[src/rtl/pic_pkg.sv]
package pic_pkg;
    localparam int PORTS  = 8;
    localparam int BLOCKS = 8;
    localparam int BLK_W  = $clog2(BLOCKS);
    localparam int BC_W   = 12;
    localparam int WOFF_W = 6;
    localparam int RING_N = 32;
    localparam int RING_W = $clog2(RING_N);
    localparam int CNT_W  = $clog2(PORTS + 1);
    localparam int ADDR_W = BLK_W + WOFF_W;

    // field positions in message and reply words
    localparam int F_BLK   = 12;
    localparam int F_RMASK = 16;
    localparam int F_PORT  = 16;
    localparam int F_CRC   = 20;
    localparam int F_MC    = 21;
    localparam int F_EMASK = 22;
    localparam int F_QBC   = 8;

    typedef enum logic [1:0] {
        MSG_CFG  = 2'd0,
        MSG_REQ  = 2'd1,
        MSG_DATA = 2'd2,
        MSG_EOP  = 2'd3
    } msg_kind_e;

    typedef struct packed {
        logic              crc;
        logic [BC_W-1:0]   bc;
        logic [BLK_W-1:0]  blk;
    } desc_t;

    function automatic logic [BLK_W:0] first_free(input logic [BLOCKS-1:0] busy);
        logic [BLK_W:0] r;
        r = '0;
        for (int i = BLOCKS - 1; i >= 0; i--) begin
            if (!busy[i]) r = {1'b1, BLK_W'(i)};
        end
        return r;
    endfunction

    function automatic logic [31:0] pack_reply(input logic [BC_W-1:0] bc,
                                               input logic [BLK_W-1:0] blk,
                                               input logic [PORTS-1:0] mask);
        logic [31:0] w;
        w = '0;
        w[BC_W-1:0]          = bc;
        w[F_BLK +: BLK_W]    = blk;
        w[F_RMASK +: PORTS]  = mask;
        return w;
    endfunction
endpackage

[src/rtl/pic_blk_pool.sv]
module pic_blk_pool
    import pic_pkg::*;
(
    input  logic                              clk,
    input  logic                              rst,
    input  logic                              alloc_en,
    input  logic [PORTS-1:0]                  alloc_mask,
    input  logic                              eop_en,
    input  logic [BLK_W-1:0]                  eop_blk,
    input  logic [PORTS-1:0]                  eop_final,
    input  logic [BLOCKS-1:0][CNT_W-1:0]      rel_dec,
    output logic                              free_any,
    output logic [BLK_W-1:0]                  free_idx,
    output logic [BLOCKS-1:0]                 busy,
    output logic [BLOCKS-1:0]                 pend,
    output logic [BLOCKS-1:0][PORTS-1:0]      gmask
);
    logic [BLOCKS-1:0][CNT_W-1:0] refcnt;
    logic [BLK_W:0]               pick;

    assign pick     = first_free(busy);
    assign free_any = pick[BLK_W];
    assign free_idx = pick[BLK_W-1:0];

    for (genvar b = 0; b < BLOCKS; b++) begin : g_blk
        logic take;
        logic close;
        assign take  = alloc_en && free_idx == BLK_W'(b);
        assign close = eop_en && eop_blk == BLK_W'(b);

        always_ff @(posedge clk) begin
            if (rst) begin
                busy[b]   <= 1'b0;
                pend[b]   <= 1'b0;
                gmask[b]  <= '0;
                refcnt[b] <= '0;
            end else if (close) begin
                pend[b]   <= 1'b0;
                refcnt[b] <= CNT_W'($countones(eop_final));
                if (eop_final == '0) busy[b] <= 1'b0;
            end else if (take) begin
                busy[b]   <= 1'b1;
                pend[b]   <= 1'b1;
                gmask[b]  <= alloc_mask;
                refcnt[b] <= '0;
            end else if (rel_dec[b] != '0) begin
                refcnt[b] <= refcnt[b] - rel_dec[b];
                if (refcnt[b] == rel_dec[b]) busy[b] <= 1'b0;
            end
        end

        // a free block carries no references and awaits no end-of-packet
        assert_free_block_clean_R11: assert property (@(posedge clk) disable iff (rst)
            !busy[b] |-> (refcnt[b] == '0 && !pend[b]));
    end
endmodule

[src/rtl/pic_port_fifo.sv]
module pic_port_fifo
    import pic_pkg::*;
(
    input  logic  clk,
    input  logic  rst,
    input  logic  push,
    input  desc_t push_desc,
    input  logic  pop,
    output logic  pending,
    output desc_t head
);
    localparam int QA = BLK_W + 1;

    desc_t          store [BLOCKS];
    logic [QA-1:0]  wr_ptr;
    logic [QA-1:0]  rd_ptr;
    logic           full;

    assign pending = wr_ptr != rd_ptr;
    assign full    = (wr_ptr[BLK_W] != rd_ptr[BLK_W]) &&
                     (wr_ptr[BLK_W-1:0] == rd_ptr[BLK_W-1:0]);
    assign head    = store[rd_ptr[BLK_W-1:0]];

    always_ff @(posedge clk) begin
        if (rst) begin
            wr_ptr <= '0;
            rd_ptr <= '0;
        end else begin
            if (push) begin
                store[wr_ptr[BLK_W-1:0]] <= push_desc;
                wr_ptr <= wr_ptr + QA'(1);
            end
            if (pop && pending) rd_ptr <= rd_ptr + QA'(1);
        end
    end

    // a block is queued at most once per port, so the queue never overflows
    assert_no_overflow_R10: assert property (@(posedge clk) disable iff (rst)
        push |-> !full);
endmodule

[src/rtl/pic_reply_ring.sv]
module pic_reply_ring
    import pic_pkg::*;
(
    input  logic        clk,
    input  logic        rst,
    input  logic        cfg_en,
    input  logic [31:0] cfg_base,
    input  logic        post_en,
    input  logic [31:0] post_word,
    output logic        rp_valid,
    output logic [31:0] rp_addr,
    output logic [31:0] rp_data
);
    logic [31:0]       base;
    logic [RING_W-1:0] idx;

    always_ff @(posedge clk) begin
        if (rst) begin
            base     <= '0;
            idx      <= '0;
            rp_valid <= 1'b0;
            rp_addr  <= '0;
            rp_data  <= '0;
        end else begin
            rp_valid <= post_en;
            if (cfg_en) base <= cfg_base;
            if (post_en) begin
                rp_addr <= base + {{(30 - RING_W){1'b0}}, idx, 2'b00};
                rp_data <= post_word;
                idx     <= idx + RING_W'(1);
            end
        end
    end
endmodule

[src/rtl/pic_ingress_ctl.sv]
module pic_ingress_ctl
    import pic_pkg::*;
(
    input  logic                          clk,
    input  logic                          rst,
    input  logic                          hw_valid,
    input  logic [1:0]                    hw_kind,
    input  logic [31:0]                   hw_data,
    input  logic [ADDR_W-1:0]             hw_addr,
    input  logic [PORTS-1:0]              link_up,
    input  logic [PORTS-1:0]              tx_done,
    output logic                          rp_valid,
    output logic [31:0]                   rp_addr,
    output logic [31:0]                   rp_data,
    output logic                          mem_we,
    output logic [ADDR_W-1:0]             mem_addr,
    output logic [31:0]                   mem_wdata,
    output logic [BLOCKS-1:0]             blk_busy,
    output logic [PORTS-1:0]              tx_pending,
    output logic [PORTS-1:0][BLK_W-1:0]   tx_head_blk,
    output logic [PORTS-1:0][BC_W-1:0]    tx_head_bc,
    output logic [PORTS-1:0]              tx_head_crc,
    output logic                          eop_mask_viol,
    output logic                          eop_bad
);
    msg_kind_e kind;
    logic is_cfg, is_req, is_data, is_eop;

    assign kind    = msg_kind_e'(hw_kind);
    assign is_cfg  = hw_valid && kind == MSG_CFG;
    assign is_req  = hw_valid && kind == MSG_REQ;
    assign is_data = hw_valid && kind == MSG_DATA;
    assign is_eop  = hw_valid && kind == MSG_EOP;

    // pool signals
    logic                          free_any;
    logic [BLK_W-1:0]              free_idx;
    logic [BLOCKS-1:0]             pend;
    logic [BLOCKS-1:0][PORTS-1:0]  gmask;
    logic [BLOCKS-1:0][CNT_W-1:0]  rel_dec;

    // buffer request decode
    logic [PORTS-1:0] req_mask;
    logic [BC_W-1:0]  req_bc;
    logic             grant;
    logic [31:0]      reply_word;

    assign req_mask   = hw_data[PORTS-1:0] & link_up;
    assign req_bc     = hw_data[F_QBC +: BC_W];
    assign grant      = is_req && free_any && (req_mask != '0) && (req_bc != '0);
    assign reply_word = grant ? pack_reply(req_bc, free_idx, req_mask) : '0;

    // end-of-packet decode
    logic [BLK_W-1:0] e_blk;
    logic [2:0]       e_port;
    logic [PORTS-1:0] e_want;
    logic [PORTS-1:0] e_final;
    logic             eop_ok;
    desc_t            e_desc;

    assign e_blk   = hw_data[F_BLK +: BLK_W];
    assign e_port  = hw_data[F_PORT +: 3];
    assign e_want  = hw_data[F_MC] ? hw_data[F_EMASK +: PORTS]
                                   : PORTS'(1) << e_port;
    assign e_final = e_want & gmask[e_blk];
    assign eop_ok  = is_eop && pend[e_blk];
    assign e_desc  = '{crc: hw_data[F_CRC], bc: hw_data[BC_W-1:0], blk: e_blk};

    logic unused_bits;
    assign unused_bits = ^{hw_data[31:30], hw_data[19], hw_data[15]};

    // data write gate
    logic [BLK_W-1:0] d_blk;
    assign d_blk = hw_addr[ADDR_W-1 -: BLK_W];

    // queues
    desc_t            heads [PORTS];
    logic [PORTS-1:0] pop;

    assign pop = tx_done & tx_pending;

    for (genvar p = 0; p < PORTS; p++) begin : g_port
        pic_port_fifo u_q (
            .clk       (clk),
            .rst       (rst),
            .push      (eop_ok && e_final[p]),
            .push_desc (e_desc),
            .pop       (pop[p]),
            .pending   (tx_pending[p]),
            .head      (heads[p])
        );
        assign tx_head_blk[p] = heads[p].blk;
        assign tx_head_bc[p]  = heads[p].bc;
        assign tx_head_crc[p] = heads[p].crc;
    end

    always_comb begin
        for (int b = 0; b < BLOCKS; b++) begin
            rel_dec[b] = '0;
            for (int p = 0; p < PORTS; p++) begin
                if (pop[p] && heads[p].blk == BLK_W'(b))
                    rel_dec[b] = rel_dec[b] + CNT_W'(1);
            end
        end
    end

    pic_blk_pool u_pool (
        .clk        (clk),
        .rst        (rst),
        .alloc_en   (grant),
        .alloc_mask (req_mask),
        .eop_en     (eop_ok),
        .eop_blk    (e_blk),
        .eop_final  (e_final),
        .rel_dec    (rel_dec),
        .free_any   (free_any),
        .free_idx   (free_idx),
        .busy       (blk_busy),
        .pend       (pend),
        .gmask      (gmask)
    );

    pic_reply_ring u_ring (
        .clk       (clk),
        .rst       (rst),
        .cfg_en    (is_cfg),
        .cfg_base  (hw_data),
        .post_en   (is_req),
        .post_word (reply_word),
        .rp_valid  (rp_valid),
        .rp_addr   (rp_addr),
        .rp_data   (rp_data)
    );

    always_ff @(posedge clk) begin
        if (rst) begin
            mem_we        <= 1'b0;
            mem_addr      <= '0;
            mem_wdata     <= '0;
            eop_mask_viol <= 1'b0;
            eop_bad       <= 1'b0;
        end else begin
            mem_we        <= is_data && pend[d_blk];
            mem_addr      <= hw_addr;
            mem_wdata     <= hw_data;
            eop_mask_viol <= eop_ok && ((e_want & ~gmask[e_blk]) != '0);
            eop_bad       <= is_eop && !pend[e_blk];
        end
    end

    // granted ports were up when the request was taken
    assert_grant_link_R2: assert property (@(posedge clk) disable iff (rst)
        rp_valid |-> ((rp_data[F_RMASK +: PORTS] & ~$past(link_up)) == '0));

    // a forwarded data write always lands in a block held by the pool
    assert_data_target_busy_R5: assert property (@(posedge clk) disable iff (rst)
        mem_we |-> blk_busy[mem_addr[ADDR_W-1 -: BLK_W]]);

    // a stale end-of-packet is never also reported as a mask violation
    assert_bad_not_viol_R9: assert property (@(posedge clk) disable iff (rst)
        eop_bad |-> !eop_mask_viol);

    // a refused reply grants no ports
    assert_refusal_empty_R3: assert property (@(posedge clk) disable iff (rst)
        (rp_valid && rp_data[BC_W-1:0] == '0) |-> (rp_data[F_RMASK +: PORTS] == '0));
endmodule

[config.mk]
export PLATFORM = sky130hd
export DESIGN_NAME = pic_ingress_ctl
export DESIGN_NICKNAME = d
export VERILOG_FILES = /design/src/rtl/pic_pkg.sv /design/src/rtl/pic_blk_pool.sv /design/src/rtl/pic_port_fifo.sv /design/src/rtl/pic_reply_ring.sv /design/src/rtl/pic_ingress_ctl.sv
export SDC_FILE = /design/constraint.sdc
export NUM_CORES = 2
export LEC_CHECK = 0
export BUFFER_PORTS_ARGS = -buffer_cell sky130_fd_sc_hd__buf_2
export CORE_ASPECT_RATIO = 1.25
export CORE_UTILIZATION = 35
export DETAILED_ROUTE_END_ITERATION = 6
export GPL_TIMING_DRIVEN = 0
export PLACE_DENSITY_LB_ADDON = 0.05
export SYNTH_ARGS = -nofsm -noshare
export SYNTH_HDL_FRONTEND = slang
export SYNTH_SLANG_ARGS = --single-unit
[constraint.sdc]
create_clock -name clk -period 6.06 [get_ports clk]
set_input_delay 1.212 -clock clk [delete_from_list [all_inputs] [get_ports clk]]
set_output_delay 1.212 -clock clk [all_outputs]
set_load 0.05 [all_outputs]
==> qor.csv <==
metric,value,unit
family with the most delay on the worst path,adder cells,
Leakage,25.2,nW
vias in the first global route,37600,
met1 wire length,79700,um
row count,169,
largest net degree at the start of global routing,69,
number of antenna violations at the first check in global routing,21,
critical path class,register to register,
Peak Freq,171,MHz
Yosys reg bits,1361,
non-filler cells in the finished layout,7116,
Critical Path RT,6.79,ns
Seq pwr share,50.7,%
arrival time worst endpoint,6.57,ns
Chip Width,373,um
crit-path max cell delay,0.52,ns
Vias,36600,
WL final,177000,um
ranking of synthesized cells by area,"edfxtp_1 51%, dfxtp_1 11%, mux4_2 10%, ha_1 2.7%, nor2_1 2.6%",
top sig layer,met5,
met3 wire length,8510,um
DRT iter0 DRCs,2512,
met2 wire len,84100,um
Worst slew margin,11.6,%
share of layout cells above drive strength 1,30.2,%
Final Hold Viols,0,
Ports,315,
"Reg clk slew, reported paths",0.06,ns
synth warn,0,
Yosys top cell area share,51.2,%
total of max-cap violations,0,
synth unique cells,103,
post-synthesis sequential area ratio,62.4,%
Synth Area per Inst,14.6,um2
top-count cell post-synth,edfxtp_1,
Hold Crit Depth,2,
Clock power frac,46.4,%
asr flop ratio synth,0,%
Num CTS Buffers,149,
run status,"complete, but fails checks",
setup TNS,0,ns
power share of the combinational group,2.9,%
CTS Buffer Depth,3,
Post-Syn Area,60100,um2
fin util,43.0,%
via/cell ratio,5.15,
Die Area,173000,um2
Net Switching,4.37,mW
Root Buffer,clkbuf_16,
Post-DP HPWL,124000,um
IO Port Bufs,302,
"EDFF count, synth",1024,
clock sinks,1361,
global-route wire length before repair,256000,um
switching part of the total power,22.0,%
final setup vio count,0,
DRC violations left,1,
Worst path slowest cell,mux4_2,
CTS tree,built,
wire length per cell,24.8,um
Tmin final,5.83,ns
initial core utilization,35.3,%
fin. max-slew vios,0,
Startpoint Class,register,
RD Place Congestion,0.828,
core footprint,170000,um2
RSZ-0062 raised after global routing,yes,
"Hold-fix buffers, CTS",0,
H-tree level count,4,
synth cell count leaders,"1,024 x edfxtp_1, 417 x nor2_1, 337 x dfxtp_1, 276 x mux4_2, 272 x nand2_1",
DRT antenna net count,0,
worst-path maximum fanout,5,
Mapped Cells,4121,
period utilization,96.2,%
cell repeated most along the worst path,ha_1,
drt first pass iters,7,
Synth area leader,edfxtp_1,
power consumption,19.9,mW
Hold Path Class,register to register,
Synth Flop Type,edfxtp_1,
Clock Latency Late Sink,0.80,ns
die height,465,um
GRT overflow,0,
pwr/cell area,272,nW/um2
Max rail drop VDD,0.243,mV
Worst Path Buf+Inv,5,
area grow syn2layout,21.6,%
R2R cell count,27,
worst-margin pin slew,1.33,ns
Int Power,15.5,mW
violated checks,DRC,
Placed Cells,6739,
Worst Setup End Kind,register,
Max Clock Skew,0.0331,ns
Final nets,4968,
GRT Resource Usage Total,20.2,%
WP depth,27,
-- routing by layer --
| metal | global-route usage [%] | vias to the layer above |
|---|---|---|
| met5 | 0 | - |
| met4 | 5.77 | 10 |
| met3 | 3.82 | 228 |
| met2 | 33.0 | 832 |
| met1 | 27.4 | 18700 |
| li1 | - | 16800 |
-- final cells by class --
cell class / instances / area (um2)
Buffer: 203 / 997
Antenna cell: 4 / 10.0
Clock buffer: 190 / 3990
Timing Repair Buffer: 497 / 3890
Sequential cell: 1361 / 37500
Multi-Input combinational cell: 2418 / 22400
Inverter: 135 / 533
Fill cell: 15700 / 97000
Clock inverter: 85 / 946
Tap cell: 2223 / 2780
-- worst register-to-register path, stage by stage, from the launching register on --
cell	delay [ns]
dfxtp_2	0.33
buf_8	0.13
mux4_2	0.52
mux2i_4	0.19
buf_12	0.17
clkinvlp_4	0.16
nor2_2	0.16
nand2_2	0.10
inv_1	0.14
ha_4	0.24
xnor3_2	0.44
ha_1	0.29
o211a_1	0.17
a31oi_4	0.18
xor2_1	0.16
o21ai_1	0.09
ha_1	0.32
nand2_1	0.06
o21ai_1	0.10
ha_1	0.32
mux2_2	0.31
inv_1	0.07
ha_1	0.24
a21o_1	0.18
a21oi_2	0.15
xor3_1	0.22
o211ai_1	0.17
o211a_1	0.16
-- state kept, by name, indices dropped and copies added, names as in the netlist, named ones only --
name	cells
g_port.u_q.rd_ptr	32
u_ring.rp_addr	32
g_port.u_q.wr_ptr	32
u_ring.base	32
u_pool.pend	8
u_ring.idx	5
eop_mask_viol	1
u_ring.rp_data	23
u_pool.gmask	64
mem_we	1
g_port.u_q.store	1024
u_pool.busy	8
mem_addr	9
eop_bad	1
u_pool.refcnt	32
u_ring.rp_valid	1
mem_wdata	32
-- repair_timing --
item                       CTS  global route
resized for setup          127           138
gates cloned                 0             1
pin swaps                   36            87
buffers inserted            50            60
setup endpoints to repair   50            36
-- logic make-up (layout without fill, tap and decap cells) --
logic type / count (synthesis) / count (layout) / share of synthesized area (%)
muxes: 455 / 455 / 13.7
xor gates and xnor gates: 274 / 275 / 4.74
adders and majority gates: 141 / 141 / 3.10
AOI/OAI and AO/OA: 456 / 456 / 5.03
DFF: 1361 / 1361 / 62.4
and+or+nand+nor: 1082 / 1082 / 8.59
other: 1 / 13 / 0.00624
buffers and inverters: 351 / 1110 / 2.43
-- per-stage QoR --
stage                     hold WS [ns]  cell area (um2)  setup slack, ns
after CTS                        0.460            72000         -0.00116
after floorplan                  0.432            60100           0.0590
after global routing             0.474            73000          -0.0592
after detailed placement         0.449            66100            -2.26
after global placement           0.445            64400            -2.32
final                            0.459            73100            0.228
-- placed cells by master (no fill, tap or decap), drive strengths merged, types with 107 or more instances in the layout --
cell and instances:
edfxtp 1024, buf 561, nor2 418, dfxtp 337, clkbuf 327, mux4 276, nand2 273, a21oi 180
xnor2 146, inv 140, mux2 130, ha 128, xor2 107
-- power groups by stage --
stage / clock network (mW) / registers (mW) / logic [mW]
global route: 9.81 / 10.1 / 0.623
finish: 9.22 / 10.1 / 0.584
floorplan: 0 / 10.4 / 0.156
global placement: 0 / 10.3 / 0.560
CTS: 9.48 / 10.1 / 0.595
detailed placement: 0 / 10.3 / 0.592
-- worst paths after layout --
| path | from | to | slack (ns) |
|---|---|---|---|
| hold / removal | u_ring.rp_addr[7] | u_ring.rp_addr[7] | 0.46 |
| setup reg to reg | register | u_pool.refcnt[23] | 0.23 |
| hold reg to reg | u_ring.rp_addr[7] | u_ring.rp_addr[7] | 0.46 |
| setup / recovery | register | u_pool.refcnt[23] | 0.23 |
No activity file was read; power rests on OpenSTA's default activity.
